$ cat src/rtl/lutwin_pkg.sv
package lutwin_pkg;
   typedef enum logic [1:0] {
      REG_TGT = 2'd0,
      REG_PHI = 2'd1,
      REG_PLO = 2'd2,
      REG_DAT = 2'd3
   } lutwin_reg_e;

   localparam int          LW_DIR_BIT  = 5;
   localparam int          LW_LANES    = 2;
   localparam int          LW_MW       = 8 * LW_LANES;
   localparam logic [1:0]  LW_SEL_COEF = 2'd3;
endpackage

$ cat src/rtl/lutwin_bound.sv
module lutwin_bound #(
   parameter int AW          = 13,
   parameter int GAMMA_DEPTH = 1024,
   parameter int COEF_LO     = 2730,
   parameter int COEF_HI     = 5460
) (
   input  logic          kind,
   input  logic [1:0]    col,
   input  logic          hires,
   input  logic [AW-1:0] ptr,
   output logic          legal
);
   localparam logic [AW:0] LIM_G  = GAMMA_DEPTH[AW:0];
   localparam logic [AW:0] LIM_CL = COEF_LO[AW:0];
   localparam logic [AW:0] LIM_CH = COEF_HI[AW:0];

   if (GAMMA_DEPTH > (1 << AW) || COEF_HI > (1 << AW) || COEF_LO > COEF_HI) begin : g_bad_limits
      $error("lutwin_bound: table limits do not fit the pointer width");
   end

   logic [AW:0] ptr_x;
   assign ptr_x = {1'b0, ptr};

   always_comb begin
      if (kind) legal = hires ? (ptr_x < LIM_CH) : (ptr_x < LIM_CL);
      else      legal = (col != 2'b11) && (ptr_x < LIM_G);
   end
endmodule

$ cat src/rtl/lutwin_rdbuf.sv
module lutwin_rdbuf #(
   parameter int LANES = 2
) (
   input  logic                     clk,
   input  logic                     rst_n,
   input  logic                     load,
   input  logic [8*LANES-1:0]       din,
   input  logic [$clog2(LANES)-1:0] lane_sel,
   output logic [7:0]               dout
);
   if (LANES < 2) begin : g_bad_lanes
      $error("lutwin_rdbuf: at least two lanes are needed");
   end

   logic [8*LANES-1:0] buf_q;
   logic [7:0]         lane_v [LANES];

   always_ff @(posedge clk or negedge rst_n) begin
      if (!rst_n)    buf_q <= '0;
      else if (load) buf_q <= din;
   end

   for (genvar g = 0; g < LANES; g++) begin : g_lane
      assign lane_v[g] = buf_q[8*g +: 8];
   end

   assign dout = lane_v[lane_sel];
endmodule

$ cat src/rtl/lut_window_port.sv
module lut_window_port
   import lutwin_pkg::*;
#(
   parameter int AW          = 13,
   parameter int GAMMA_DEPTH = 1024,
   parameter int COEF_LO     = 2730,
   parameter int COEF_HI     = 5460
) (
   input  logic             clk,
   input  logic             rst_n,
   input  logic             host_we,
   input  logic             host_re,
   input  logic [1:0]       host_addr,
   input  logic [7:0]       host_wdata,
   output logic [7:0]       host_rdata,
   output logic             mem_req,
   output logic             mem_we,
   output logic [1:0]       mem_sel,
   output logic [AW-1:0]    mem_addr,
   output logic [1:0]       mem_be,
   output logic [LW_MW-1:0] mem_wdata,
   input  logic [LW_MW-1:0] mem_rdata
);
   localparam int HW = AW - 8;

   if (AW < 9 || AW > 13) begin : g_bad_aw
      $error("lut_window_port: AW must lie in 9..13");
   end

   // ---------------- state ----------------
   logic          kind_q, hires_q, dir_q, phase_q, err_q;
   logic [1:0]    col_q;
   logic [AW-1:0] ptr_q;
   logic [7:0]    hold_q;

   logic          kind_d, hires_d, dir_d, phase_d, err_d;
   logic [1:0]    col_d;
   logic [AW-1:0] ptr_d;
   logic [7:0]    hold_d;

   // ---------------- decode ----------------
   lutwin_reg_e ra;
   assign ra = lutwin_reg_e'(host_addr);

   logic wr_tgt, wr_phi, wr_plo, wr_dat, rd_dat;
   assign wr_tgt = host_we && (ra == REG_TGT);
   assign wr_phi = host_we && (ra == REG_PHI);
   assign wr_plo = host_we && (ra == REG_PLO);
   assign wr_dat = host_we && (ra == REG_DAT);
   assign rd_dat = host_re && !host_we && (ra == REG_DAT);

   logic legal_q, legal_d;

   lutwin_bound #(.AW(AW), .GAMMA_DEPTH(GAMMA_DEPTH), .COEF_LO(COEF_LO), .COEF_HI(COEF_HI)) u_bound_cur (
      .kind(kind_q), .col(col_q), .hires(hires_q), .ptr(ptr_q), .legal(legal_q)
   );

   logic acc_rd, acc_wr, acc_bad, rd_go, wr_go, step, commit, fetch;
   assign acc_rd  = rd_dat && dir_q;
   assign acc_wr  = wr_dat && !dir_q;
   assign acc_bad = (acc_rd || acc_wr) && !legal_q;
   assign rd_go   = acc_rd && legal_q;
   assign wr_go   = acc_wr && legal_q;
   assign step    = (rd_go || wr_go) && (!kind_q || phase_q);
   assign commit  = wr_go && (!kind_q || phase_q);

   // ---------------- next state ----------------
   always_comb begin
      kind_d  = kind_q;
      col_d   = col_q;
      hires_d = hires_q;
      dir_d   = dir_q;
      phase_d = phase_q;
      ptr_d   = ptr_q;
      hold_d  = hold_q;
      if (wr_tgt) begin
         kind_d  = host_wdata[0];
         col_d   = host_wdata[2:1];
         hires_d = host_wdata[3];
         phase_d = 1'b0;
      end
      if (wr_phi) begin
         ptr_d[AW-1:8] = host_wdata[HW-1:0];
         dir_d         = host_wdata[LW_DIR_BIT];
         phase_d       = 1'b0;
      end
      if (wr_plo) begin
         ptr_d[7:0] = host_wdata;
         phase_d    = 1'b0;
      end
      if (rd_go || wr_go) begin
         if (kind_q) phase_d = !phase_q;
         if (step)   ptr_d   = ptr_q + 1'b1;
      end
      if (wr_go && kind_q && !phase_q) hold_d = host_wdata;
      err_d = wr_tgt ? 1'b0 : (err_q | acc_bad);
   end

   lutwin_bound #(.AW(AW), .GAMMA_DEPTH(GAMMA_DEPTH), .COEF_LO(COEF_LO), .COEF_HI(COEF_HI)) u_bound_nxt (
      .kind(kind_d), .col(col_d), .hires(hires_d), .ptr(ptr_d), .legal(legal_d)
   );

   // Fetch the entry the pointer will point at, in the same cycle it is set up.
   assign fetch = dir_d && legal_d && (wr_tgt || wr_phi || wr_plo || (rd_go && step));

   always_ff @(posedge clk or negedge rst_n) begin
      if (!rst_n) begin
         kind_q  <= 1'b0;
         col_q   <= 2'b00;
         hires_q <= 1'b0;
         dir_q   <= 1'b0;
         phase_q <= 1'b0;
         err_q   <= 1'b0;
         ptr_q   <= '0;
         hold_q  <= '0;
      end else begin
         kind_q  <= kind_d;
         col_q   <= col_d;
         hires_q <= hires_d;
         dir_q   <= dir_d;
         phase_q <= phase_d;
         err_q   <= err_d;
         ptr_q   <= ptr_d;
         hold_q  <= hold_d;
      end
   end

   // ---------------- prefetch buffer ----------------
   logic [7:0] buf_byte;

   lutwin_rdbuf #(.LANES(LW_LANES)) u_rdbuf (
      .clk(clk), .rst_n(rst_n), .load(fetch), .din(mem_rdata),
      .lane_sel(kind_q & phase_q), .dout(buf_byte)
   );

   // ---------------- memory port ----------------
   assign mem_req   = fetch || commit;
   assign mem_we    = commit;
   assign mem_addr  = commit ? ptr_q : ptr_d;
   assign mem_sel   = kind_d ? LW_SEL_COEF : col_d;
   assign mem_be    = (commit && !kind_q) ? 2'b01 : 2'b11;
   assign mem_wdata = kind_q ? {host_wdata, hold_q} : {8'h00, host_wdata};

   // ---------------- host read mux ----------------
   logic [4:0] hi5;
   always_comb begin
      hi5         = '0;
      hi5[HW-1:0] = ptr_q[AW-1:8];
   end

   always_comb begin
      host_rdata = 8'h00;
      if (host_re) begin
         unique case (ra)
            REG_TGT: host_rdata = {err_q, 3'b000, hires_q, col_q, kind_q};
            REG_PHI: host_rdata = {2'b00, dir_q, hi5};
            REG_PLO: host_rdata = ptr_q[7:0];
            REG_DAT: host_rdata = rd_go ? buf_byte : 8'h00;
         endcase
      end
   end

   // ---------------- assertions ----------------
   assert_commit_legal_R9: assert property (@(posedge clk) disable iff (!rst_n)
      mem_we |-> (legal_q && !dir_q))
      else $error("memory write at illegal pointer or in read direction");

   assert_err_set_R9: assert property (@(posedge clk) disable iff (!rst_n)
      (host_we && host_addr == 2'd3 && !dir_q && !legal_q) |=> err_q)
      else $error("illegal write did not raise the error bit");

   assert_err_sticky_R9: assert property (@(posedge clk) disable iff (!rst_n)
      (err_q && !(host_we && host_addr == 2'd0)) |=> err_q)
      else $error("error bit dropped without a selector write");

   assert_phase_clear_R10: assert property (@(posedge clk) disable iff (!rst_n)
      (host_we && host_addr != 2'd3) |=> !phase_q)
      else $error("byte phase not reset by a register write");

   assert_gamma_lane_R4: assert property (@(posedge clk) disable iff (!rst_n)
      (mem_we && !kind_q) |-> (mem_be == 2'b01 && mem_sel != LW_SEL_COEF))
      else $error("colour-table write with wrong lanes or select");

   assert_coef_second_R6: assert property (@(posedge clk) disable iff (!rst_n)
      (mem_we && kind_q) |-> (phase_q && mem_be == 2'b11))
      else $error("coefficient commit before the second byte");

   assert_read_step_R5: assert property (@(posedge clk) disable iff (!rst_n)
      (host_re && !host_we && host_addr == 2'd3 && dir_q && legal_q && !kind_q)
      |=> (ptr_q == AW'($past(ptr_q) + 1'b1)))
      else $error("colour-table read did not advance the pointer");

   assert_wrongdir_R11: assert property (@(posedge clk) disable iff (!rst_n)
      (host_we && host_addr == 2'd3 && dir_q) |-> !mem_req)
      else $error("data write in read direction reached the memory");
endmodule

$ cat config.mk
export PLATFORM = sky130hd
export DESIGN_NAME = lut_window_port
export DESIGN_NICKNAME = d
export VERILOG_FILES = /design/src/rtl/lutwin_pkg.sv /design/src/rtl/lutwin_bound.sv /design/src/rtl/lutwin_rdbuf.sv /design/src/rtl/lut_window_port.sv
export SDC_FILE = /design/constraint.sdc
export NUM_CORES = 1
export LEC_CHECK = 0
export ABC_AREA = 0
export ABC_CLOCK_PERIOD_IN_PS = 12500
export BUFFER_PORTS_ARGS = -buffer_cell sky130_fd_sc_hd__buf_2
export CORE_ASPECT_RATIO = 0.7
export CORE_MARGIN = 2
export CORE_UTILIZATION = 40
export DETAILED_ROUTE_END_ITERATION = 6
export HOLD_SLACK_MARGIN = 0.08
export PLACE_DENSITY_LB_ADDON = 0.08
export SLEW_MARGIN = 40
export SYNTH_ARGS = -nofsm -noshare
export SYNTH_HDL_FRONTEND = slang
export SYNTH_SLANG_ARGS = --single-unit
$ cat constraint.sdc
create_clock -name clk -period 12.5 [get_ports clk]
set_clock_uncertainty 0.15 [all_clocks]
set_input_delay 2.5 -clock clk [delete_from_list [all_inputs] [get_ports clk]]
set_output_delay 2.5 -clock clk [all_outputs]
set_load 0.05 [all_outputs]
Word-level counts from Yosys, hierarchy flattened
Cells that the tools add are included.

Bits in registers: 44. Logic and storage cells: 87.

Add/sub/neg operators: 1. Order comparisons: 7. Eq/ne operators: 5. Muxes and demuxes: 28. Bitwise operators: 3. Reduce and logical (&&, ||, !) cells: 34.

Operators by type and width (number): 8-bit two-way mux (6); 13-bit two-way mux (3); 8-bit case mux with 4 select lines (1); 13-bit by 11-bit less-than comparator with 1-bit output (second input constant) (2); 13-bit by 12-bit less-than comparator with 1-bit output (second input constant) (2); 13-bit less-than comparator (second input constant) (2); 1-bit logical AND (21); 16-bit two-way mux (1); 13-bit by 1-bit adder with 13-bit output (second input constant) (1); 1-bit two-way mux (13); 1-bit logical OR (7); 2-bit two-way mux (3); 1-bit zero test (5); 5-bit two-way mux (1); 2-bit == test (second input constant) (2); 2-bit inequality test (second input constant) (2); 2-bit by 1-bit == test with 1-bit output (second input constant) (1); 2-bit greater-or-equal comparator (second input constant) (1); 2-bit zero test (1); 1-bit inverter with 2-bit output (1); 1-bit bitwise AND (1); 1-bit OR (1).

Depth between registers and ports, before layout
Gate-level depths: netlist (run 1).

Word-level depth: 15. Mapped depth: 14. Depth with buffers taken out: 12.

Modules after synthesis
From an unflattened synthesis (run 1), not the netlist that was laid out.

Cells, all modules: 341. Area total of the unflattened synthesis: 3181.8 µm².

Modules (own cells, without submodules): lut_window_port (times used 1, cells each 262, area each 2239.6 µm², sequential area each 700.7 µm²); lutwin_rdbuf (times used 1, cells each 43, area each 744.5 µm², sequential area each 400.4 µm²); lutwin_bound (times used 2, cells each 18, area each 98.8 µm², sequential area each 0.0 µm²).

Worst setup path after synthesis (run 1)
Ideal clock, no wire load.

Kind: input-to-output. From: input host_re. To: output mem_req. Data arrival time: 5.691 ns. Path slack: 4.159 ns. Stages: 11. Buffers on the path: 2. Cells stage by stage: buf_2 -> nand3b_1 -> a21oi_1 -> o21ai_2 -> a2111oi_4 -> a31o_2 -> o221ai_1 -> o21ai_2 -> clkbuf_1 -> inv_1 -> o21ai_0.

Word-level cells in the longest chain between the ends: 14. Elaborated cells on any way between the ends: 19.

Ends and longest elaborated chain: start, declared (line lut_window_port.sv:12) `input logic host_re,`; 1-bit logical AND * (2 in series) (line lut_window_port.sv:50) `assign rd_dat = host_re && !host_we && (ra == REG_DAT);`; 1-bit logical AND * (line lut_window_port.sv:59) `assign acc_rd = rd_dat && dir_q;`; 1-bit logical AND * (line lut_window_port.sv:62) `assign rd_go = acc_rd && legal_q;`; 1-bit logical OR (line lut_window_port.sv:64, lut_window_port.sv:91); 1-bit logical AND (line lut_window_port.sv:64) `assign step = (rd_go || wr_go) && (!kind_q || phase_q);`; 13-bit two-way mux (line lut_window_port.sv:93) `if (step) ptr_d = ptr_q + 1'b1;`; 13-bit two-way mux (line lut_window_port.sv:91) `if (rd_go || wr_go) begin`; 13-bit by 12-bit less-than comparator with 1-bit output, or another cell as far along (line lutwin_bound.sv:25) `if (kind) legal = hires ? (ptr_x < LIM_CH) : (ptr_x < LIM_CL);`; 1-bit two-way mux / 1-bit logical AND (equally long branches) (line lutwin_bound.sv:25, lutwin_bound.sv:26); 1-bit two-way mux (line lutwin_bound.sv:25); 1-bit logical AND (line lut_window_port.sv:104) `assign fetch = dir_d && legal_d && (wr_tgt || wr_phi || wr_plo || (rd_go && step));`; 1-bit logical AND * (line lut_window_port.sv:104); 1-bit logical OR * (line lut_window_port.sv:137) `assign mem_req = fetch || commit;`; end, declared (line lut_window_port.sv:16) `output logic mem_req,`.

Every way passes the cells marked *; elsewhere a longest branch is shown, timed or not.

Final worst setup path (run 1)
From: input host_addr[1]. To: output mem_req.

Word-level cells in the longest chain between the ends: 14. Elaborated cells on any way between the ends: 38.

Ends and longest elaborated chain: start, declared (line lut_window_port.sv:13) `input logic [1:0] host_addr,`; 2-bit == test (line lut_window_port.sv:49, lut_window_port.sv:50); 1-bit logical AND (on tied branches) (line lut_window_port.sv:50, lut_window_port.sv:49); 1-bit logical AND (on tied branches) (line lut_window_port.sv:59, lut_window_port.sv:60); 1-bit logical AND (on tied branches) (line lut_window_port.sv:62, lut_window_port.sv:63); 1-bit logical OR (line lut_window_port.sv:64, lut_window_port.sv:91); 1-bit logical AND (line lut_window_port.sv:64); 13-bit two-way mux (line lut_window_port.sv:93); 13-bit two-way mux * (line lut_window_port.sv:91); via ptr_d[9] (line lut_window_port.sv:38) `logic [AW-1:0] ptr_d;`; 13-bit by 12-bit less-than comparator with 1-bit output, or another cell as far along (line lutwin_bound.sv:25); 1-bit two-way mux / 1-bit logical AND (equally long branches) (line lutwin_bound.sv:25, lutwin_bound.sv:26); 1-bit two-way mux * (line lutwin_bound.sv:25); 1-bit logical AND * (2 in series) (line lut_window_port.sv:104); 1-bit logical OR * (line lut_window_port.sv:137).

Mark *: on every way through the listed nets, which the timed path passes. The rest lies on a longest branch.

==> summary.md, run 1 <==
| Metric | Value |
|---|---|
| Compound-Gate Fraction of Synth Area | between 20% and 30% |
| Drt wl/cell | a little under 20 µm |
| HP Class | register to register |
| Sw frac | around 44% |
| WL met3 | 868 µm |
| PnR Total Power | between 600 and 700 µW |
| Post-Route M1 WL | ~5500 µm |
| Max-Cap Viols | 0 |
| Highest Clock Rate | 0.1125 GHz |
| Hold Fails Final Rpt | 0 |
| Setup TNS | 0 ns |
| Tmin final | roughly 8.9 ns |
| Die width | between 100 and 150 µm |
| Flop pwr share | a little under two fifths |
| Max rail drop VDD | 0.08196 mV |
| Clock slew at reported path FFs | 0.06 ns |
| Switch Pwr | roughly 280 µW |
| CP required | 9.85 ns |
| CTS tree | built |
| Async S/R FF share, synth | 100.0% |
| Register bit total from synthesis | 44 |
| Distinct cells, synth | 56 |
| Max layer used | met4 |
| Comb power frac | between 40% and 50% |
| Largest family of logic cells by synthesized area | compound AO/OA/AOI/OAI gates |
| Yosys warns | 0 |
| Post-synthesis mux area share | under 10% |
| Initial drt markers | roughly 280 |
| Pwr dens | about 170 nW/µm² |
| Setup crit end kind | primary output |
| Syn Inst Count | between 300 and 400 |
| Vias | 3219 |
| RSZ-0062 raised after global routing | false |
| Slew Limit Fails | 0 |
| Adder-cell share of the synthesized area | less than 1% |
| Chip Height | 79.25 µm |
| P_int | around 350 µW |
| Longest Clk Path Bufs | 2 |
| Post-CTS Setup Inserts | 0 |
| Grt total ovfl | 0 |
| Area Growth Syn to Fin | 16.55% |
| Fin crit share | 71.12% |
| Layout cell share with drive strength beyond 1 | approximately 28% |
| TritonCTS buffer count | 5 |
| Crit path max fanout | 17 |
| Most frequent cells in the layout | 71 x nand2_1, 71 x buf_2, 43 x dfrtp_1, 38 x o21ai_0, 25 x nor2_1 |
| CTS Sinks | 44 |
| DRC viols | 0 |
| Initial antenna violation count | 0 |
| Crit path DAT | ~6.2 ns |
| Final #Nets | a little under 500 |
| Worst slew pin tran | a little under 0.8 ns |
| Post-synth EDFFs | 0 |
| P_leak | 1.650 nW |
| Simple-gate area share of the yosys netlist | a little over a fifth |
| Post-synthesis xor/xnor area fraction | 0% |
| Post-cts gate resize count | 0 |
| Post-synthesis average cell area | approximately 8.2 µm² |
| Post-synth top area share | 34.03% |
| Core area | 7871 µm² |
| Seq/Total Area, Yosys | about a third |
| Post-Syn Nets | approximately 430 |
| Total track usage | approximately a quarter |
| Routed length on met2 | approximately 4200 µm |
| IO Count | 73 |
| HPWL Detailed | about 8000 µm |
| Setup-failing EPs final | 0 |
| First-pass GRT wire length | between 15000 and 20000 µm |
| Clk network pwr share | 21.5% |
| Mapped cell area | between 3000 and 4000 µm² |
| Largest net degree at the start of global routing | 45 |
| Starting Density | 41.11% |
| Synth area leaders | dfrtp_1 34%, nand2_1 8.2%, mux2_2 7.3% |
| Hold_buf cts | 0 |
| # H-tree levels | 2 |
| CP Class | input port to primary output |
| Vias in the first global route | 2948 |
| Ant diodes | 0 |
| Routed Wire Length | between 10000 and 15000 µm |
| Num rows | 27 |
| Worst R2R Setup Slack | approximately 8 ns |
| Synth Flop Type | dfrtp_1 |
| I/O Buffers | just over 70 |
| CP startpoint kind | input port |
| Die area | slightly below 9000 µm² |
| Outcome | finished, final reports clean |
| Vias per cell | between 5 and 6 |
| Final antenna-violating net count | 0 |
| Clk Latency, worst-skew pair | around 0.29 ns |
| TritonRoute pass-1 iters | 5 |
| Relative slew slack | between 40% and 50% |
| CTS Root Cell | clkbuf_16 |
| Post-synth top area cell | dfrtp_1 |
| GPL Wtd Cong | slightly above 0.9 |
final timing paths:
check                              from          endpoint  cells after the start
max in group asynchronous         rst_n            kind_q                      1
min in group asynchronous         rst_n  u_rdbuf.buf_q[9]                      1
min                           hold_q[7]         hold_q[7]                      1
max reg2reg                   ptr_q[11]  u_rdbuf.buf_q[1]                     11
min reg2reg                   hold_q[7]         hold_q[7]                      1
max                        host_addr[1]           mem_req                     12
flip-flops by register name, indices dropped and copies added (netlist names):
signal and flops:
err_q 1, col_q 2, kind_q 1, hold_q 8, phase_q 1, u_rdbuf.buf_q 16
dir_q 1, hires_q 1, ptr_q 13
logic make-up after synthesis:
group,Yosys count
simple gates,150
mux,26
flops,44
compound gates,131
buf+inv,41
fa+ha+maj,1
other cells,1
power groups by stage:
stage | Sequential [mW] | Combinational [mW] | Clock, mW
2_1_floorplan | 0.210 | 0.214 | 0
6_report | 0.232 | 0.262 | 0.136
4_1_cts | 0.232 | 0.261 | 0.138
3_5_place_dp | 0.233 | 0.261 | 0
5_1_grt | 0.239 | 0.283 | 0.144
3_3_place_gp | 0.234 | 0.258 | 0
cells in the mapped netlist (all sizes together), types with 2 or more instances:
cell type	number
clkbuf	13
nand2b	3
nor2b	4
or3	3
o21ai	41
mux2i	5
a21oi	20
o211ai	5
a211oi	8
dfrtp	44
inv	18
o21a	2
a31oi	4
or2	4
a21boi	3
nand2	71
a2111oi	3
buf	10
o221ai	2
nor2	26
nor3	6
a22oi	3
and2	11
o2111ai	2
nand3	12
o22ai	21
nand3b	4
o221a	5
a211o	3
o32ai	2
and3	3
mux2	21
cell type report:
cell class              count  area, µm²
multi-input cells         309       1956
flip-flops and latches     44       1102
clock buffers               6      138.9
clock inverters             2      10.01
fillers                   825       4100
well taps                 101      126.4
repair buffers             73      370.4
inverters                  18      67.56
metrics by stage:
step | instances | area, µm² | setup WS [ns] | util, % | hold slack (ns)
global placement | 544 | 3613 | 3.827 | 45.91 | 0.3315
CTS | 553 | 3770 | 3.687 | 47.89 | 0.3544
floorplan | 394 | 3236 | 4.159 | - | 0.3135
finish | 553 | 3771 | 3.610 | 47.91 | 0.3512
detailed placement | 545 | 3621 | 3.702 | 46.00 | 0.3400
global route | 553 | 3771 | 3.315 | 47.91 | 0.3621
critical path: stages:
cell and delay [ns]:
buf_2 0.24, nand2_1 0.18, a21oi_1 0.43, o21ai_2 0.24
a21oi_2 0.45, mux2_2 0.40, a211oi_1 0.48, a21oi_1 0.16
o21ai_0 0.33, a2bb2oi_4 0.44, o21ai_0 0.16, buf_2 0.23
routing by layer:
| metal | up-vias | global-route usage [%] |
|---|---|---|
| met3 | 5 | 4.351 |
| met5 | - | 0 |
| met4 | 0 | 3.827 |
| li1 | 1545 | - |
| met1 | 1530 | 40.14 |
| met2 | 139 | 33.60 |
(Power assumes the default switching activity.)
==> run 2, diff against run 1 <==
--- a/config.mk
+++ b/config.mk
@@ -5,8 +5,8 @@
 export SDC_FILE = /design/constraint.sdc
 export NUM_CORES = 1
 export LEC_CHECK = 0
-export ABC_AREA = 0
-export ABC_CLOCK_PERIOD_IN_PS = 12500
+export ABC_AREA = 1
+export ABC_CLOCK_PERIOD_IN_PS = 7600
 export BUFFER_PORTS_ARGS = -buffer_cell sky130_fd_sc_hd__buf_2
 export CORE_ASPECT_RATIO = 0.7
 export CORE_MARGIN = 2
==> constraint.sdc (replaced) <==
create_clock -name clk -period 7.6 [get_ports clk]
set_clock_uncertainty 0.15 [all_clocks]
set_input_delay 1.52 -clock clk [delete_from_list [all_inputs] [get_ports clk]]
set_output_delay 1.52 -clock clk [all_outputs]
set_load 0.05 [all_outputs]
==> summary.md, run 2 <==
| Metric | Value |
|---|---|
| Vias per cell | ~5.2 |
| Compound-Gate Fraction of Synth Area | 14.54% |
| Highest Clock Rate | 0.1718 GHz |
| CP Class | input port to primary output |
| Initial antenna violation count | 0 |
| Post-synthesis average cell area | about 6.6 µm² |
| TritonCTS buffer count | 5 |
| Tmin final | 5.820 ns |
| # H-tree levels | 2 |
| Register bit total from synthesis | between 40 and 50 |
| Largest net degree at the start of global routing | 45 |
| Adder-cell share of the synthesized area | less than 1% |
| Most frequent cells in the layout | 179 x nand2_1, 70 x buf_2, 67 x inv_1, 45 x o21ai_0, 43 x dfrtp_1 |
| TritonRoute pass-1 iters | 5 |
| Setup crit end kind | primary output |
| Sw frac | 49.12% |
| Top cells by count, synth | 179 x nand2_1, 67 x inv_1, 45 x o21ai_0 |
| R2r endpoint | u_rdbuf.buf_q[3] |
| IO Count | 73 |
| Cell Area, Placed | approximately 3800 µm² |
| Core area | roughly 8400 µm² |
| Top-count cell post-synth | nand2_1 |
| Setup TNS | 0 ns |
| HPWL Detailed | around 8300 µm |
| Longest Clk Path Bufs | 2 |
| Hold Path Origin | u_rdbuf.buf_q[2] |
| Flop pwr share | between 30% and 40% |
| Setup WS pre-CTS | roughly 1.8 ns |
| Hold Path Stages | 2 |
| CP startpoint kind | input port |
| Ant diodes | 0 |
| First-pass GRT wire length | approximately 17000 µm |
| Drt wl/cell | 16.06 µm |
| CTS tree | built |
| Worst R2R Path Depth | 11 |
| Biggest register | u_rdbuf.buf_q |
| Final worst slack | around 1.8 ns |
| Crit path DAT | approximately 4.2 ns |
| Area Growth Syn to Fin | 15.20% |
| Distinct cells, synth | 40 |
| Chip Height | between 80 and 90 µm |
| Final #Nets | ~600 |
| Post-synth top area cell | dfrtp_1 |
| Hold_buf cts | 0 |
| Vias in the first global route | ~3300 |
| DRC viols | 0 |
| Max reg flops | 16 |
| Final antenna-violating net count | 0 |
| RSZ-0062 raised after global routing | false |
| Post-synth top area share | between 30% and 40% |
| Layout cell share with drive strength beyond 1 | around a fifth |
| CP required | a little under 6 ns |
| Final std cells w/o fill | roughly 680 |
| Simple-gate area share of the yosys netlist | between 30% and 40% |
| Clk network pwr share | 20.1% |
| Initial drt markers | between 400 and 500 |
| Post-synth EDFFs | 0 |
| Worst slew pin tran | about 0.72 ns |
| Max-Cap Viols | 0 |
| Post-cts gate resize count | 0 |
| Pwr dens | ~330 nW/µm² |
| Fin crit share | between 70 and 80% |
| Die area | roughly 9300 µm² |
| Largest family of logic cells by synthesized area | simple AND/OR/NAND/NOR gates |
| Starting Density | 40.90% |
| Yosys warns | 0 |
| Clk Latency, worst-skew pair | slightly below 0.3 ns |
| Setup-failing EPs final | 0 |
| GPL Wtd Cong | between 0.9 and 1 |
| Vias | about 3500 |
| I/O Buffers | just over 70 |
| Num rows | 28 |
| Commonest non-fill, non-tap cell in the layout | nand2_1 |
| Cells after DPL | around 670 |
| Routed Wire Length | 10860 µm |
| Top flop regs | u_rdbuf.buf_q (16), ptr_q (13), hold_q (8) |
| Worst R2R Setup Slack | 4.01 ns |
| Relative slew slack | 51.94% |
| PnR Total Power | roughly 1.3 mW |
| P_leak | 2.090 nW |
| Outcome | finished, final reports clean |
| Synth area leaders | dfrtp_1 32%, nand2_1 20%, inv_1 7.3% |
| Slew Limit Fails | 0 |
| CTS Root Cell | clkbuf_16 |
| Total track usage | around 24% |
| Mapped cell area | roughly 3400 µm² |
| Post-Syn Nets | approximately 550 |
| Grt total ovfl | 0 |
| Clock slew at reported path FFs | approximately 0.060 ns |
| Hold Fails Final Rpt | 0 |
| Hold Path Sink | u_rdbuf.buf_q[2] |
| Layout Cell Area excl Fill | 3945 µm² |
| Crit path max fanout | 17 |
| R2r startpoint | kind_q |
| Seq/Total Area, Yosys | about a third |
| Async S/R FF share, synth | 100.0% |
| CTS Sinks | 44 |
| Switch Pwr | about 630 µW |
| Syn Inst Count | 515 |
| Post-synthesis mux area share | less than 1% |
| Comb power frac | between 40% and 50% |
| Die width | around 110 µm |
| Max rail drop VDD | about 0.12 mV |
| HP Class | register to register |
| Post-synthesis xor/xnor area fraction | between 2 and 3% |
| P_int | about 660 µW |
| Post-CTS Setup Inserts | 0 |
| Synth Flop Type | dfrtp_1 |
## run 2: cell count changes in the layout (fill, tap and decap cells not counted), moves of 12 or more
| cell | change |
|---|---|
| nand2_1 | +108 |
| mux2_2 | -20 |
| o22ai_1 | -21 |
| a21oi_1 | -13 |
| nand4_1 | +16 |
| inv_1 | +49 |
| nand3_1 | +12 |
## run 2: metal layers
| metal | track usage (%) | part of all wire [%] | up-vias |
|---|---|---|---|
| met5 | 0 | 0 | - |
| met2 | 34.73 | 40 | 160 |
| met4 | 7.805 | 2.1 | 0 |
| met3 | 4.354 | 7.9 | 17 |
| li1 | - | - | 1751 |
| met1 | 36.96 | 50 | 1607 |
## run 2: area by class of cell
| class | instances | area [µm²] |
|---|---|---|
| Timing Repair Buffer | 72 | 365.4 |
| Fill cell | 863 | 4428 |
| Clock buffer | 6 | 138.9 |
| Inverter | 70 | 262.8 |
| Multi-Input combinational cell | 377 | 1906 |
| Sequential cell | 44 | 1102 |
| Clock inverter | 2 | 38.79 |
| Tap cell | 105 | 131.4 |
## run 2: how the worst max path moves through the flow
stage                       startpoint      endpoint  slack [ns]  cells after the start
final                          host_we       mem_req        1.78                     14
after detailed placement       host_we       mem_req        1.81                     14
after CTS                       kind_q       mem_req        1.77                     11
after global routing      host_addr[0]       mem_req        1.52                     15
after floorplan                host_we  mem_addr[11]        2.36                      9
after global placement         host_we       mem_req        1.93                     14
## run 2: metrics by stage
step                utilization [%]  hold slack (ns)
finish                        47.12           0.3248
global route                  47.12           0.3496
CTS                           47.10           0.3279
detailed placement            44.98           0.3115
global placement              44.92           0.3090
floorplan                         -           0.2845
## run 2: cells by family after synthesis
kind of cell,Yosys count
muxes,1
xor gates and xnor gates,10
buffers and inverters,94
DFF,44
adders and majority gates,1
AOI/OAI and AO/OA,82
other,1
and+or+nand+nor,282
## run 2: power groups by stage
stage               Clock, mW  Combinational (mW)  Sequential, mW
global route            0.276               0.669           0.430
finish                  0.259               0.611           0.420
CTS                     0.264               0.611           0.416
global placement            0               0.606           0.421
floorplan                   0               0.521           0.359
detailed placement          0               0.609           0.420
## run 2: critical path, cell delays in order
cell and delay, ns:
buf_2 0.12, inv_1 0.13, nand4_1 0.13, and2_4 0.17
nor2_4 0.30, nand3_4 0.26, nand2_1 0.13, nand2_1 0.12
inv_1 0.15, o211ai_2 0.13, a21oi_4 0.42, nand2_4 0.21
nand2_1 0.10, buf_2 0.26
==> run 3, diff against run 2 <==
--- a/config.mk
+++ b/config.mk
@@ -6,7 +6,7 @@
 export NUM_CORES = 1
 export LEC_CHECK = 0
 export ABC_AREA = 1
-export ABC_CLOCK_PERIOD_IN_PS = 7600
+export ABC_CLOCK_PERIOD_IN_PS = 5000
 export BUFFER_PORTS_ARGS = -buffer_cell sky130_fd_sc_hd__buf_2
 export CORE_ASPECT_RATIO = 0.7
 export CORE_MARGIN = 2
==> constraint.sdc (replaced) <==
create_clock -name clk -period 5 [get_ports clk]
set_clock_uncertainty 0.15 [all_clocks]
set_input_delay 1 -clock clk [delete_from_list [all_inputs] [get_ports clk]]
set_output_delay 1 -clock clk [all_outputs]
set_load 0.05 [all_outputs]
==> summary.md, run 3 (synthesis results as in run 2) <==
| Metric | Value |
|---|---|
| Grt total ovfl | 0 |
| Highest Clock Rate | 0.2162 GHz |
| Max-Cap Viols | 0 |
| Hold Slack | 0.3314 ns |
| TritonCTS buffer count | 5 |
| Critical-path cell list | buf_2 -> inv_1 -> nand4_1 -> and2_4 -> nor2_4 -> nand3_4 -> nand2_1 -> nand2_1 -> inv_1 -> nand2_1 -> a21oi_1 -> nand2_2 -> nand3_4 -> nand2_4 -> nand2_1 -> buf_2 |
| Starting Density | a little over 40% |
| CTS Sinks | 44 |
| Die area | roughly 9300 µm² |
| Largest net degree at the start of global routing | 45 |
| Setup crit end kind | primary output |
| Slowest cell on crit path | nor2_4 |
| RSZ-0062 raised after global routing | false |
| Initial drt markers | roughly 290 |
| R2r startpoint | kind_q |
| Initial antenna violation count | 0 |
| Final core occ | roughly 47% |
| Clock slew at reported path FFs | 0.06 ns |
| Crit path max fanout | 17 |
| HP Class | register to register |
| Num rows | 28 |
| CP startpoint kind | input port |
| Hold Fails Final Rpt | 0 |
| CP peak stage delay | approximately 0.32 ns |
| Top flop regs | u_rdbuf.buf_q (16), ptr_q (13), hold_q (8) |
| Die width | 114.6 µm |
| Vias in the first global route | ~3000 |
| Biggest register | u_rdbuf.buf_q |
| Most frequent cells in the layout | 179 x nand2_1, 70 x buf_2, 67 x inv_1, 45 x o21ai_0, 44 x dfrtp_1 |
| Final #Nets | 605 |
| Setup-failing EPs final | 0 |
| Ant diodes | 0 |
| Longest Clk Path Bufs | 2 |
| Vias | 3580 |
| Worst R2R Setup Slack | 1.72 ns |
| Area Growth Syn to Fin | 15.35% |
| Drt wl/cell | between 15 and 20 µm |
| I/O Buffers | 71 |
| Pwr dens | about 500 nW/µm² |
| Routed Wire Length | approximately 11000 µm |
| CTS Root Cell | clkbuf_16 |
| Setup TNS | 0 ns |
| PnR Total Power | between 1.5 and 2 mW |
| Max reg flops | 16 |
| HPWL Detailed | around 8400 µm |
| Total track usage | 23.81% |
| Cell Area, Placed | approximately 3800 µm² |
| CP Class | input port to primary output |
| Clk Latency, worst-skew pair | ~0.29 ns |
| Layout Cell Area excl Fill | around 4000 µm² |
| Outcome | finished, final reports clean |
| Hold_buf cts | 0 |
| IO Count | 73 |
| Layout cell share with drive strength beyond 1 | between 20% and 30% |
| CTS tree | built |
| TritonRoute pass-1 iters | 5 |
| # H-tree levels | 2 |
| P_leak | ~2.1 nW |
| Final antenna-violating net count | 0 |
| Max rail drop VDD | ~0.16 mV |
| Cell mode on critical path | nand2_1 |
| Hold Path Sink | u_rdbuf.buf_q[9] |
| Crit path DAT | between 3 and 4 ns |
| Relative slew slack | 52.52% |
| GPL Wtd Cong | roughly 0.93 |
| Post-cts gate resize count | 0 |
| Post-CTS Setup Inserts | 0 |
| First-pass GRT wire length | around 17000 µm |
| Commonest non-fill, non-tap cell in the layout | nand2_1 |
| Vias per cell | approximately 5.3 |
| Chip Height | 81.42 µm |
| Core area | around 8400 µm² |
| Filler instances | between 800 and 900 |
| Worst R2R Path Depth | 16 |
| Hold Path Stages | 2 |
| Slew Limit Fails | 0 |
| Tmin final | around 4.6 ns |
| Hold Path Origin | u_rdbuf.buf_q[9] |
| R2r endpoint | u_rdbuf.buf_q[14] |
| CP required | between 3 and 4 ns |
| DRC viols | 0 |
| Fin crit share | 92.52% |
| Worst slew pin tran | a little over 0.7 ns |
## run 3: how the worst max path moves through the flow
stage | start | to | slack [ns]
2_1_floorplan | ptr_q[10] | mem_addr[10] | 0.80
3_3_place_gp | host_we | mem_req | 0.47
3_5_place_dp | host_we | mem_req | 0.43
4_1_cts | host_we | mem_req | 0.42
5_1_grt | kind_q | host_rdata[1] | 0.20
6_report | host_we | mem_req | 0.37
## run 3: layout make-up
class | count | area, µm² | area share, %
Clock buffer | 6 | 138.9 | 3.516
Clock inverter | 2 | 15.01 | 0.3801
Inverter | 70 | 262.8 | 6.652
Multi-Input combinational cell | 377 | 1906 | 48.24
Sequential cell | 44 | 1101 | 27.87
Tap cell | 105 | 131.4 | 3.326
Timing Repair Buffer | 76 | 395.4 | 10.01
## run 3: per-stage QoR
step | std cells | worst slack, ns
after floorplan | 515 | 0.8003
after global placement | 672 | 0.4712
after detailed placement | 672 | 0.4275
after CTS | 680 | 0.4207
after global routing | 680 | 0.2050
final | 680 | 0.3738
## run 3: power by group
part           switching (mW)  internal (mW)  total (mW)
Combinational           0.682          0.269       0.950
Sequential              0.142          0.486       0.628
Clock                   0.150          0.199       0.349
Total                   0.973          0.954        1.93
## run 3: worst max-delay path: cells and delay by family
kind                   cells  cell delay (ns)
buffers and inverters      4             0.69
AO/OA/AOI/OAI              1             0.21
AND/OR/NAND/NOR           11             1.56
## run 3: per-layer routing
metal  track usage (%)  wire length (µm)  up-vias
li1                  -                 -     1759
met1             37.32              5417     1644
met2             34.32              4454      168
met3             4.280              1016        9
met4             3.659                70        0
met5                 0                 0        -
